<file path="src/rtl/bcd_scan_pkg.sv">
package bcd_scan_pkg;

  typedef struct packed {
    logic step;   // selection moves at the next edge
    logic wrap;   // this step returns to the most significant digit
    logic quiet;  // first clock of a new selection
  } scan_strobe_t;

  localparam logic [6:0] SEG_NONE = 7'h00;
  localparam logic [6:0] SEG_FULL = 7'h7F;

  // a..g on bits 6..0; codes above 9 give a dark digit
  function automatic logic [6:0] bcdGlyph(input logic [3:0] code);
    logic [6:0] g;
    case (code)
      4'd0:    g = 7'b1111110;
      4'd1:    g = 7'b0110000;
      4'd2:    g = 7'b1101101;
      4'd3:    g = 7'b1111001;
      4'd4:    g = 7'b0110011;
      4'd5:    g = 7'b1011011;
      4'd6:    g = 7'b0011111;
      4'd7:    g = 7'b1110000;
      4'd8:    g = 7'b1111111;
      4'd9:    g = 7'b1110011;
      default: g = SEG_NONE;
    endcase
    return g;
  endfunction

endpackage

</file>
<file path="src/rtl/bcd_scan_ctrl.sv">
module bcd_scan_ctrl
  import bcd_scan_pkg::*;
#(
  parameter int NUM_DIGITS = 4,
  parameter int DWELL      = 4,
  parameter int IW         = 2
) (
  input  logic                  clk,
  input  logic                  rst,
  output logic [IW-1:0]         curIdx,
  output logic [NUM_DIGITS-1:0] digSel,
  output scan_strobe_t          strobe
);

  localparam int CW = (DWELL > 1) ? $clog2(DWELL) : 1;
  localparam logic [CW-1:0] CNT_LAST = CW'(DWELL - 1);
  localparam logic [IW-1:0] IDX_TOP  = IW'(NUM_DIGITS - 1);

  logic [CW-1:0] dwellCnt;
  logic          quietQ;
  logic          stepNow;
  logic          wrapNow;

  assign stepNow = (dwellCnt == CNT_LAST);
  assign wrapNow = stepNow && (curIdx == '0);

  // dwell counter and descending digit index
  always_ff @(posedge clk) begin
    if (rst) begin
      dwellCnt <= '0;
      curIdx   <= IDX_TOP;
      quietQ   <= 1'b1;
    end else begin
      quietQ <= stepNow;
      if (stepNow) begin
        dwellCnt <= '0;
        curIdx   <= wrapNow ? IDX_TOP : curIdx - IW'(1);
      end else begin
        dwellCnt <= dwellCnt + CW'(1);
      end
    end
  end

  for (genvar i = 0; i < NUM_DIGITS; i++) begin : g_sel
    assign digSel[i] = (curIdx == IW'(i));
  end

  assign strobe.step  = stepNow;
  assign strobe.wrap  = wrapNow;
  assign strobe.quiet = quietQ;

endmodule

</file>
<file path="src/rtl/bcd_scan_datapath.sv">
module bcd_scan_datapath
  import bcd_scan_pkg::*;
#(
  parameter int NUM_DIGITS = 4,
  parameter int IW         = 2
) (
  input  logic                    clk,
  input  logic                    rst,
  input  logic [4*NUM_DIGITS-1:0] digitsIn,
  input  logic                    lampTest,
  input  logic                    litEn,
  input  logic [IW-1:0]           curIdx,
  input  scan_strobe_t            strobe,
  output logic [6:0]              segOut
);

  logic [3:0] curCode;
  logic       leadQ;     // every digit so far in this pass was zero
  logic       lastDigit;
  logic       hideZero;

  assign curCode   = digitsIn[{curIdx, 2'b00} +: 4];
  assign lastDigit = (curIdx == '0);
  assign hideZero  = (curCode == 4'd0) && leadQ && !lastDigit;

  // the flag carries the ripple-blank state between digits
  always_ff @(posedge clk) begin
    if (rst) begin
      leadQ <= 1'b1;
    end else if (strobe.step) begin
      leadQ <= strobe.wrap ? 1'b1 : (leadQ && (curCode == 4'd0));
    end
  end

  // priority: gap blank, lamp test, dimming, suppression, glyph
  always_comb begin
    if (strobe.quiet) begin
      segOut = SEG_NONE;
    end else if (lampTest) begin
      segOut = SEG_FULL;
    end else if (!litEn || hideZero) begin
      segOut = SEG_NONE;
    end else begin
      segOut = bcdGlyph(curCode);
    end
  end

endmodule

</file>
<file path="src/rtl/bcd_scan_display.sv">
module bcd_scan_display
  import bcd_scan_pkg::*;
#(
  parameter int NUM_DIGITS = 4,
  parameter int DWELL      = 4
) (
  input  logic                    clk,
  input  logic                    rst,
  input  logic [4*NUM_DIGITS-1:0] digitsIn,
  input  logic                    lampTest,
  input  logic                    litEn,
  output logic [6:0]              segOut,
  output logic [NUM_DIGITS-1:0]   digSel
);

  localparam int IW = (NUM_DIGITS > 1) ? $clog2(NUM_DIGITS) : 1;

  logic [IW-1:0] curIdx;
  scan_strobe_t  strobe;

  bcd_scan_ctrl #(
    .NUM_DIGITS(NUM_DIGITS),
    .DWELL     (DWELL),
    .IW        (IW)
  ) ctrl_i (
    .clk   (clk),
    .rst   (rst),
    .curIdx(curIdx),
    .digSel(digSel),
    .strobe(strobe)
  );

  bcd_scan_datapath #(
    .NUM_DIGITS(NUM_DIGITS),
    .IW        (IW)
  ) dp_i (
    .clk     (clk),
    .rst     (rst),
    .digitsIn(digitsIn),
    .lampTest(lampTest),
    .litEn   (litEn),
    .curIdx  (curIdx),
    .strobe  (strobe),
    .segOut  (segOut)
  );

endmodule

</file>
<file path="config.mk">
export PLATFORM = sky130hd
export DESIGN_NAME = bcd_scan_display
export DESIGN_NICKNAME = d
export VERILOG_FILES = /design/src/rtl/bcd_scan_pkg.sv /design/src/rtl/bcd_scan_ctrl.sv /design/src/rtl/bcd_scan_datapath.sv /design/src/rtl/bcd_scan_display.sv
export SDC_FILE = /design/constraint.sdc
export NUM_CORES = 1
export LEC_CHECK = 0
export ABC_AREA = 1
export BUFFER_PORTS_ARGS = -buffer_cell sky130_fd_sc_hd__buf_2
export CORE_ASPECT_RATIO = 1.2
export CORE_UTILIZATION = 51
export DETAILED_ROUTE_END_ITERATION = 12
export PLACE_DENSITY_LB_ADDON = 0.05
export REMOVE_ABC_BUFFERS = 1
export SYNTH_ARGS = -nofsm -noshare
export SYNTH_HDL_FRONTEND = slang
export SYNTH_SLANG_ARGS = --single-unit
</file>
<file path="constraint.sdc">
create_clock -name clk -period 3.74 [get_ports clk]
set_clock_uncertainty 0.2 [all_clocks]
set_input_delay 0.561 -clock clk [delete_from_list [all_inputs] [get_ports clk]]
set_output_delay 0.561 -clock clk [all_outputs]
set_load 0.05 [all_outputs]
</file>
[After elaboration in Yosys (flattened, before gate mapping)]
Memory sizes are Yosys's and may differ from the RTL's.
Index checks and enable logic that the tools add are counted.
W data, S select, Z words.
Storage, ports and cells
  bits in registers: 6
  memory bits (read-only): 112
  bits of input ports: 20
  output and inout bits: 11
  word-level logic and storage cells: 26
  memories: 1
Cells by class
  $add $sub $neg: 2
  equality and inequality tests: 4
  shift-type cells: 1
  multiplexer cells: 5
  reductions and logical operators: 9
Memories
  (name not given): depth 16, bits a word 7, read ports 1, clocked after memory_dff 0, wr ports 0, RTL line bcd_scan_pkg.sv:15  | case (code)
Operator list (count)
  $mux W7: 3
  $shiftx A16 B5 Y4: 1
  $eq A2 B2 Y1 const B: 3
  $logic_not A4 Y1: 1
  $logic_and A1 B1 Y1: 3
  $add A2 B1 Y2 const B: 1
  $eq A2 B1 Y1 const B: 1
  $logic_not A1 Y1: 2
  $logic_not A2 Y1: 1
  $mux W2: 1
  $reduce_or A2 Y1: 1
  $sub A2 B1 Y2 const B: 1
  $logic_or A1 B1 Y1: 1
  $mux W1: 1

[Logic depth before layout (Yosys ltp)]
Gate-level depths: netlist (run 1).
  depth after elaboration: 8
  depth in mapped cells: 13
  gate-level depth less buffers: 13

[Cells and area by module]
Synthesis (run 1) repeated with hierarchy kept, for this count alone.
Second synthesis, totals
  cell total of the unflattened synthesis: 146
  area, all modules: 833.3 sq um
Modules (own cells, without submodules)
  bcd_scan_datapath: times used 1, cells an instance 114, area each 553.0 sq um, sequential area each 20.0 sq um
  bcd_scan_ctrl: times used 1, cells an instance 32, area each 280.3 sq um, sequential area each 100.1 sq um

[Least setup slack after synthesis (run 1)]
No wires, ideal clock.
  path kind: input to output
  start point: input digitsIn[4]
  end point: output segOut[5]
  data arrival time: 2080 ps
  required time: 2979 ps
  path slack: 899 ps
  stages: 8
  buffers on the path: 0
  cells stage by stage: nand2_1 > nand3_1 > nand2_1 > ha_1 > nand2_1 > nand2_1 > nand3b_1 > a21oi_1
On the way
  longest elaborated chain between the ends: 8
  elaborated cells between the ends (all ways): 9
  classes of those cells: 1 x shift; 3 x mux; 4 x reduce/logical; 1 x memory
RTL lines
  start: declaration: RTL line bcd_scan_display.sv:9  | input logic [4*NUM_DIGITS-1:0] digitsIn,
  $shiftx A16 B5 Y4 *: RTL line bcd_scan_datapath.sv:22  | assign curCode = digitsIn[{curIdx, 2'b00} +: 4];
  branches (longest 4 deep; another with $mem_v2 Z16 W7)
  $mux W7 *: RTL line bcd_scan_datapath.sv:41  | end else if (!litEn || hideZero) begin
  $mux W7 *: RTL line bcd_scan_datapath.sv:39  | end else if (lampTest) begin
  $mux W7 *: RTL line bcd_scan_datapath.sv:37  | if (strobe.quiet) begin
  end: declaration: RTL line bcd_scan_display.sv:12  | output logic [6:0] segOut,
Mark *: on every way between the ends.

[Final worst setup path (run 1)]
  start point: register ctrl_i.curIdx[0]
  end point: output segOut[3]
On the way
  longest elaborated chain between the ends: 8
  elaborated cells between the ends (all ways): 11
  classes of those cells: 1 x shift; 3 x mux; 6 x reduce/logical; 1 x memory
RTL lines
  start: declaration: RTL line bcd_scan_ctrl.sv:10  | output logic [IW-1:0] curIdx,
  start signal: assignment: RTL line bcd_scan_ctrl.sv:37  | curIdx <= wrapNow ? IDX_TOP : curIdx - IW'(1);
  branches (longest 5 deep; another with $mem_v2 Z16 W7)
  $mux W7 *: RTL line bcd_scan_datapath.sv:41
  $mux W7 *: RTL line bcd_scan_datapath.sv:39
  $mux W7 *: RTL line bcd_scan_datapath.sv:37
Marks and branches as above.

==> out/metrics.csv, run 1 <==
stage,metric,value,unit
finish,area_growth,20.44,%
floorplan,io_pins,31,
place,globalplace.congestion,0.8224,
global_routing,grt_pass1_vias,746,
logic_synthesis,synth_top_family_by_area,simple AND/OR/NAND/NOR gates,
power,vdd_ir_drop_max,0.3016,mV
logic_synthesis,postSynthAreaPerCell,5.985,um2
finish,layout.nets,195,
logic_synthesis,synth-seq-cells,6,
power,p_leak,0.0005979,uW
logic_synthesis,synth_warnings,0,
sta,slew_violations,0,
setup_path,endpoint_kind,output pin,
global_routing,overflow,0,
logic_synthesis,synth_simple_gate_area_share,57.72,%
logic_synthesis,synth.distinct_cells,19,
sta,hold_viol,0,
sta,clock.fmax,324.7,MHz
sta,setup-tns-final,0,ns
setup_path,critical_path_class,flop to output pin,
finish,antennaDiodeCount,0,
setup_path,crit_required,2.98,ns
logic_synthesis,synth_seq_area_share,14.98,%
clock_network,cts_setup_buffers,0,
clock_network,cts_sinks,6,
clock_network,cts.htree.levels,1,
place,dpl.hpwl,1422,um
logic_synthesis,synthMuxAreaShare,0,%
drt,drt.antenna.violating_nets,0,
finish,drive_gt1_share,31.71,%
drt,wl,1662,um
setup_path,cp_max_fo,13,
place,place_ws,0.9341,ns
power,p_total,580.0,uW
sta,maxSlewHeadroom,68.51,%
drt,via_count,872,
setup_path,crit_arrival,2.32,ns
global_routing,grt_max_degree,14,
clock_network,hold_buffers,0,
global_routing,grt_pass1_wl,2884,um
floorplan,core,0.001445,mm2
finish,nFillCells,143,
hold_path,hold_class,flop to flop,
sta,finalWorstSetupSlack,0.6599,ns
logic_synthesis,synth_top_cell_by_area,nand2_1,
sta,fin_crit_sh,82.36,%
setup_path,rrSetupSlack,1.89,ns
global_routing,grtUsageTotal,22.95,%
setup_path,cp-start-kind,flop,
outcome,status,"finished, final reports clean",
logic_synthesis,synth_area,802.0,um2
clock_network,ctsResizeCount,0,
logic_synthesis,synth-compound-area-share,2.652,%
place,dpl.cell_count,178,
logic_synthesis,yosys-top-cells-area,"nand2_1, dfxtp_1, ha_1",
logic_synthesis,synthAdderAreaFrac,14.04,%
sta,finalSetupViolCount,0,
clock_network,cts_root_buffer,clkbuf_4,
drt,viasPerCell,4.818,
logic_synthesis,syn_inst,134,
logic_synthesis,synth-xor-area-share,0,%
floorplan,fp.dieH,45.44,um
global_routing,antenna_found_initial,0,
drt,drtIter0Drc,13,
clock_network,cts_tree,built,
drt,drt_drc_violations_left,0,
power,power_density,600.4,mW/mm2
floorplan,rows,15,
clock_network,cts_made_buffers,3,
sta,worst_pin_slew,0.4717,ns
finish,fin_util,66.84,%
floorplan,fp.dieArea,0.001736,mm2
clock_network,worstSkewPairLatency,0.24,ns
clock_network,clk_pin_slew_worst_paths,0.05,ns
sta,rsz0062_at_grt,false,
clock_network,clockBufferDepth,2,
floorplan,die_w,38.20,um
drt,wl_per_cell,9.182,um
drt,firstDrtPassIters,4,
logic_synthesis,synth_top_area_share,22.46,%
floorplan,initial_core_util,55.50,%
finish,fin_cells,181,
sta,period_minus_slack,3.080,ns
place,portBuffers,30,
run,cap_viol_max_count,0,
-- metal layers --
metal	global-route usage [%]	share of wire, %	routed length (um)
met1	28.40	43	713
met2	39.66	54	890
met3	2.941	3.0	50
met4	8.571	0.48	8
met5	0	0	0
-- worst paths after layout --
| kind | endpoint | startpoint | depth (start not counted) |
|---|---|---|---|
| worst max-delay path | segOut[3] | ctrl_i.curIdx[0]$_SDFFE_PP1P_ | 14 |
| worst min-delay path | ctrl_i.dwellCnt[0]$_SDFF_PP0_ | ctrl_i.dwellCnt[0]$_SDFF_PP0_ | 1 |
| worst max register to register | dp_i.leadQ$_SDFFE_PP1P_ | ctrl_i.curIdx[0]$_SDFFE_PP1P_ | 9 |
| worst min register to register | ctrl_i.dwellCnt[0]$_SDFF_PP0_ | ctrl_i.dwellCnt[0]$_SDFF_PP0_ | 1 |
-- flip-flops by register name, summed over array words and instances, names as in the netlist --
signal / count
dp_i.leadQ: 1
ctrl_i.curIdx: 2
ctrl_i.dwellCnt: 2
ctrl_i.quietQ: 1
-- critical path, cell delays in order, from the launching register on --
cell and delay, ns:
dfxtp_1 0.61, inv_2 0.20, nand2_1 0.12, nand2_1 0.06, nand2_1 0.06, nand2_1 0.10
ha_1 0.21, inv_1 0.04, nand2_1 0.07, nand3_1 0.09, nand2_1 0.05, nor2_1 0.10
nor2_1 0.04, nor2_1 0.07, buf_2 0.26
-- cells by family after synthesis --
logic type      after synthesis
compound gates                4
fa+ha+maj                     9
buf+inv                      17
flops                         6
simple gates                 98
-- cell usage after synthesis, drive strengths merged --
cell type,count
o21ai,2
a21oi,1
nand2,59
a31oi,1
inv,14
ha,9
nand3,15
dfxtp,6
nand3b,1
nor2,23
buf,3
-- layout make-up --
type	count	area, um2	area share [%]
sequential	6	120.1	12.44
inverter	14	55.05	5.699
multi-input combinational	111	596.8	61.79
timing repair buffer	30	150.1	15.54
clock buffer	3	22.52	2.332
tap	17	21.27	2.202
-- power by group --
group          internal, uW  switching, uW
sequential             74.3           23.8
combinational           133            289
clock                  36.3           23.0
total                   244            336
-- metrics by stage --
step                area, um2  hold WS, ns
floorplan               772.0       0.1992
global placement        943.4       0.2076
detailed placement      943.4       0.2175
CTS                     965.9       0.2234
global route            965.9       0.2415
finish                  965.9       0.2254
-- cell usage in the layout (no fill, tap or decap), drive strengths merged --
cell	instances
nand3b	1
clkbuf	3
nand2	59
a21oi	1
dfxtp	6
buf	30
ha	9
nand3	15
o21ai	2
a31oi	1
nor2	23
inv	14
Power figures use the tool's default switching activity.
==> inputs of run 2 (changes only) <==
- CORE_UTILIZATION: 51 -> 48
- clock period: 3.74 -> 2.86 ns (I/O delays scaled with it)
==> out/metrics.csv, run 2 (synthesis results as in run 1) <==
stage,metric,value,unit,change
setup_path,setup.worst_path.start,ctrl_i.curIdx[0]$_SDFFE_PP1P_,,
global_routing,grt_pass1_vias,735,,-1.5%
power,vdd_ir_drop_max,0.4443,mV,+47%
setup_path,rrSetupSlack,1.25,ns,-0.64 ns
drt,drt.antenna.violating_nets,0,,unchanged
drt,wl_met1,741,um,+3.9%
floorplan,core,0.001501,mm2,+3.9%
finish,nFillCells,165,,+15%
clock_network,hold_buffers,0,,unchanged
place,portBuffers,30,,unchanged
clock_network,ctsResizeCount,0,,unchanged
outcome,status,"finished, final reports clean",,
clock_network,cts.htree.levels,1,,unchanged
setup_path,endpoint_kind,output pin,,
floorplan,fp.dieH,46.78,um,+2.9%
sta,rsz0062_at_grt,false,,
finish,layout.nets,197,,+1.0%
finish,layout_commonest_cell,nand2_1,,
sta,slew_violations,0,,unchanged
sta,clock.fmax,372.9,MHz,
floorplan,initial_core_util,53.42,%,-2.1 points
finish,layout_common_cells,"nand2_1, buf_2, nor2_1, nand3_1, inv_1",,
finish,fin_cells,183,,+1.1%
drt,wl,1616,um,-2.8%
sta,maxSlewHeadroom,83.49,%,+15 points
finish,antennaDiodeCount,0,,unchanged
setup_path,cp-start-kind,flop,,
drt,viasPerCell,4.721,,-2.0%
place,place_area,958.4,um2,+1.6%
setup_path,r2r_cells,9,,unchanged
place,globalplace.congestion,0.7766,,-5.6%
power,p_leak,0.0006066,uW,+1.5%
global_routing,antenna_found_initial,0,,unchanged
drt,wl_met2,812,um,-8.8%
setup_path,path_cells,buf_4 > nand2_1 > nand3_1 > nand2_1 > ha_1 > nand2_4 > inv_2 > nand3_4 > nand2_4 > nor2_1 > nor2_1 > nor2_1 > buf_2,,
place,dpl.cell_count,180,,+1.1%
finish,area_growth,22.78,%,
global_routing,grt_max_degree,12,,-2
drt,wl_per_cell,8.831,um,-3.8%
setup_path,crit_path_top_delay_cell,dfxtp_1,,
run,cap_viol_max_count,0,,unchanged
clock_network,cts_root_buffer,clkbuf_4,,
setup_path,critical_path_class,flop to output pin,,
setup_path,crit_end,segOut[3],,
finish,reg_top3,"ctrl_i.curIdx (2), ctrl_i.dwellCnt (2)",,
hold_path,hold_class,flop to flop,,
sta,fin_crit_sh,93.76,%,
setup_path,crit_arrival,2.05,ns,-0.27 ns
clock_network,worstSkewPairLatency,0.25,ns,about the same
clock_network,clk_pin_slew_worst_paths,0.05,ns,about the same
floorplan,io_pins,31,,unchanged
setup_path,crit_path_frequent_cell,nor2_1,,
drt,firstDrtPassIters,4,,unchanged
global_routing,overflow,0,,unchanged
sta,period_minus_slack,2.682,ns,
finish,drive_gt1_share,33.13,%,+1.4 points
drt,via_count,864,,-0.92%
clock_network,clockBufferDepth,2,,unchanged
setup_path,cp_max_fo,7,,-6
drt,drtIter0Drc,10,,-3
setup_path,r2r-end,dp_i.leadQ$_SDFFE_PP1P_,,
sta,worst_pin_slew,0.2476,ns,-0.2241 ns
setup_path,crit_path_max_incr_delay,0.38,ns,-0.23 ns
floorplan,rows,15,,unchanged
setup_path,r2r_start,ctrl_i.curIdx[0]$_SDFFE_PP1P_,,
clock_network,cts_sinks,6,,unchanged
floorplan,fp.dieArea,0.001839,mm2,+5.9%
drt,met3RoutedLength,48,um,-4.0%
clock_network,cts_tree,built,,
power,p_total,783.5,uW,+35%
drt,drt_drc_violations_left,0,,unchanged
sta,hold_viol,0,,unchanged
drt,route.top_layer_used,met4,,
place,dpl.hpwl,1395,um,-1.9%
floorplan,die_w,39.32,um,+2.9%
clock_network,cts_setup_buffers,0,,unchanged
finish,design_area,984.7,um2,+1.9%
sta,finalSetupViolCount,0,,unchanged
setup_path,crit_required,2.23,ns,-0.75 ns
power,power_density,795.7,mW/mm2,+33%
clock_network,cts_made_buffers,3,,unchanged
global_routing,grtUsageTotal,20.76,%,-2.2 points
global_routing,grt_pass1_wl,2746,um,-4.8%
==> run 2: cell types whose count changed in the layout (fill, tap and decap cells not counted), sizes merged <==
| cell | previous run | this run |
|---|---|---|
| buf | 30 | 32 |
==> run 2: per-layer routing <==
| layer | vias to the layer above | global-route usage, % |
|---|---|---|
| li1 | 477 | - |
| met1 | 367 | 24.49 |
| met2 | 18 | 38.33 |
| met3 | 2 | 4.265 |
| met4 | 0 | 4.138 |
| met5 | - | 0 |
==> run 2: layout make-up <==
class / instances / area (um2) / share of cell area, %
Inverter: 14 / 55.05 / 5.591
Tap cell: 17 / 21.27 / 2.160
Timing Repair Buffer: 32 / 167.7 / 17.03
Multi-Input combinational cell: 111 / 596.8 / 60.61
Sequential cell: 6 / 121.4 / 12.33
Clock buffer: 3 / 22.52 / 2.287
==> run 2: worst min path at each step <==
| stage | slack (ns) | start | depth (start not counted) | end |
|---|---|---|---|---|
| after CTS | 0.22 | ctrl_i.dwellCnt[0]$_SDFF_PP0_ | 1 | ctrl_i.dwellCnt[0]$_SDFF_PP0_ |
| final | 0.22 | ctrl_i.dwellCnt[0]$_SDFF_PP0_ | 1 | ctrl_i.dwellCnt[0]$_SDFF_PP0_ |
| after global placement | 0.21 | ctrl_i.dwellCnt[0]$_SDFF_PP0_ | 1 | ctrl_i.dwellCnt[0]$_SDFF_PP0_ |
| after floorplan | 0.20 | ctrl_i.dwellCnt[0]$_SDFF_PP0_ | 1 | ctrl_i.dwellCnt[0]$_SDFF_PP0_ |
| after global routing | 0.24 | ctrl_i.dwellCnt[0]$_SDFF_PP0_ | 1 | ctrl_i.dwellCnt[0]$_SDFF_PP0_ |
| after detailed placement | 0.22 | ctrl_i.dwellCnt[0]$_SDFF_PP0_ | 1 | ctrl_i.dwellCnt[0]$_SDFF_PP0_ |
==> run 2: stage by stage <==
| stage | worst slack, ns | setup TNS, ns | util (%) | hold WS, ns |
|---|---|---|---|---|
| finish | 0.1785 | 0 | 65.58 | 0.2220 |
| global route | 0.01770 | 0 | 65.58 | 0.2369 |
| CTS | 0.06773 | 0 | 65.33 | 0.2248 |
| detailed placement | 0.3460 | 0 | 63.83 | 0.2189 |
| global placement | 0.3877 | 0 | 63.83 | 0.2086 |
| floorplan | -0.0002434 | -0.0002434 | - | 0.1992 |
==> run 2: critical path, delay by kind of cell (launching register included) <==
kind	cells	cell delay, ns
and+or+nand+nor	9	0.67
buffers and inverters	3	0.50
adders and majority gates	1	0.25
DFF	1	0.38
==> run 2: power by group <==
group | leakage, uW | switching (uW) | internal [uW]
logic | 0.000544 | 399 | 192
clock network | 0.0000138 | 33.4 | 47.7
registers | 0.0000492 | 13.3 | 97.3
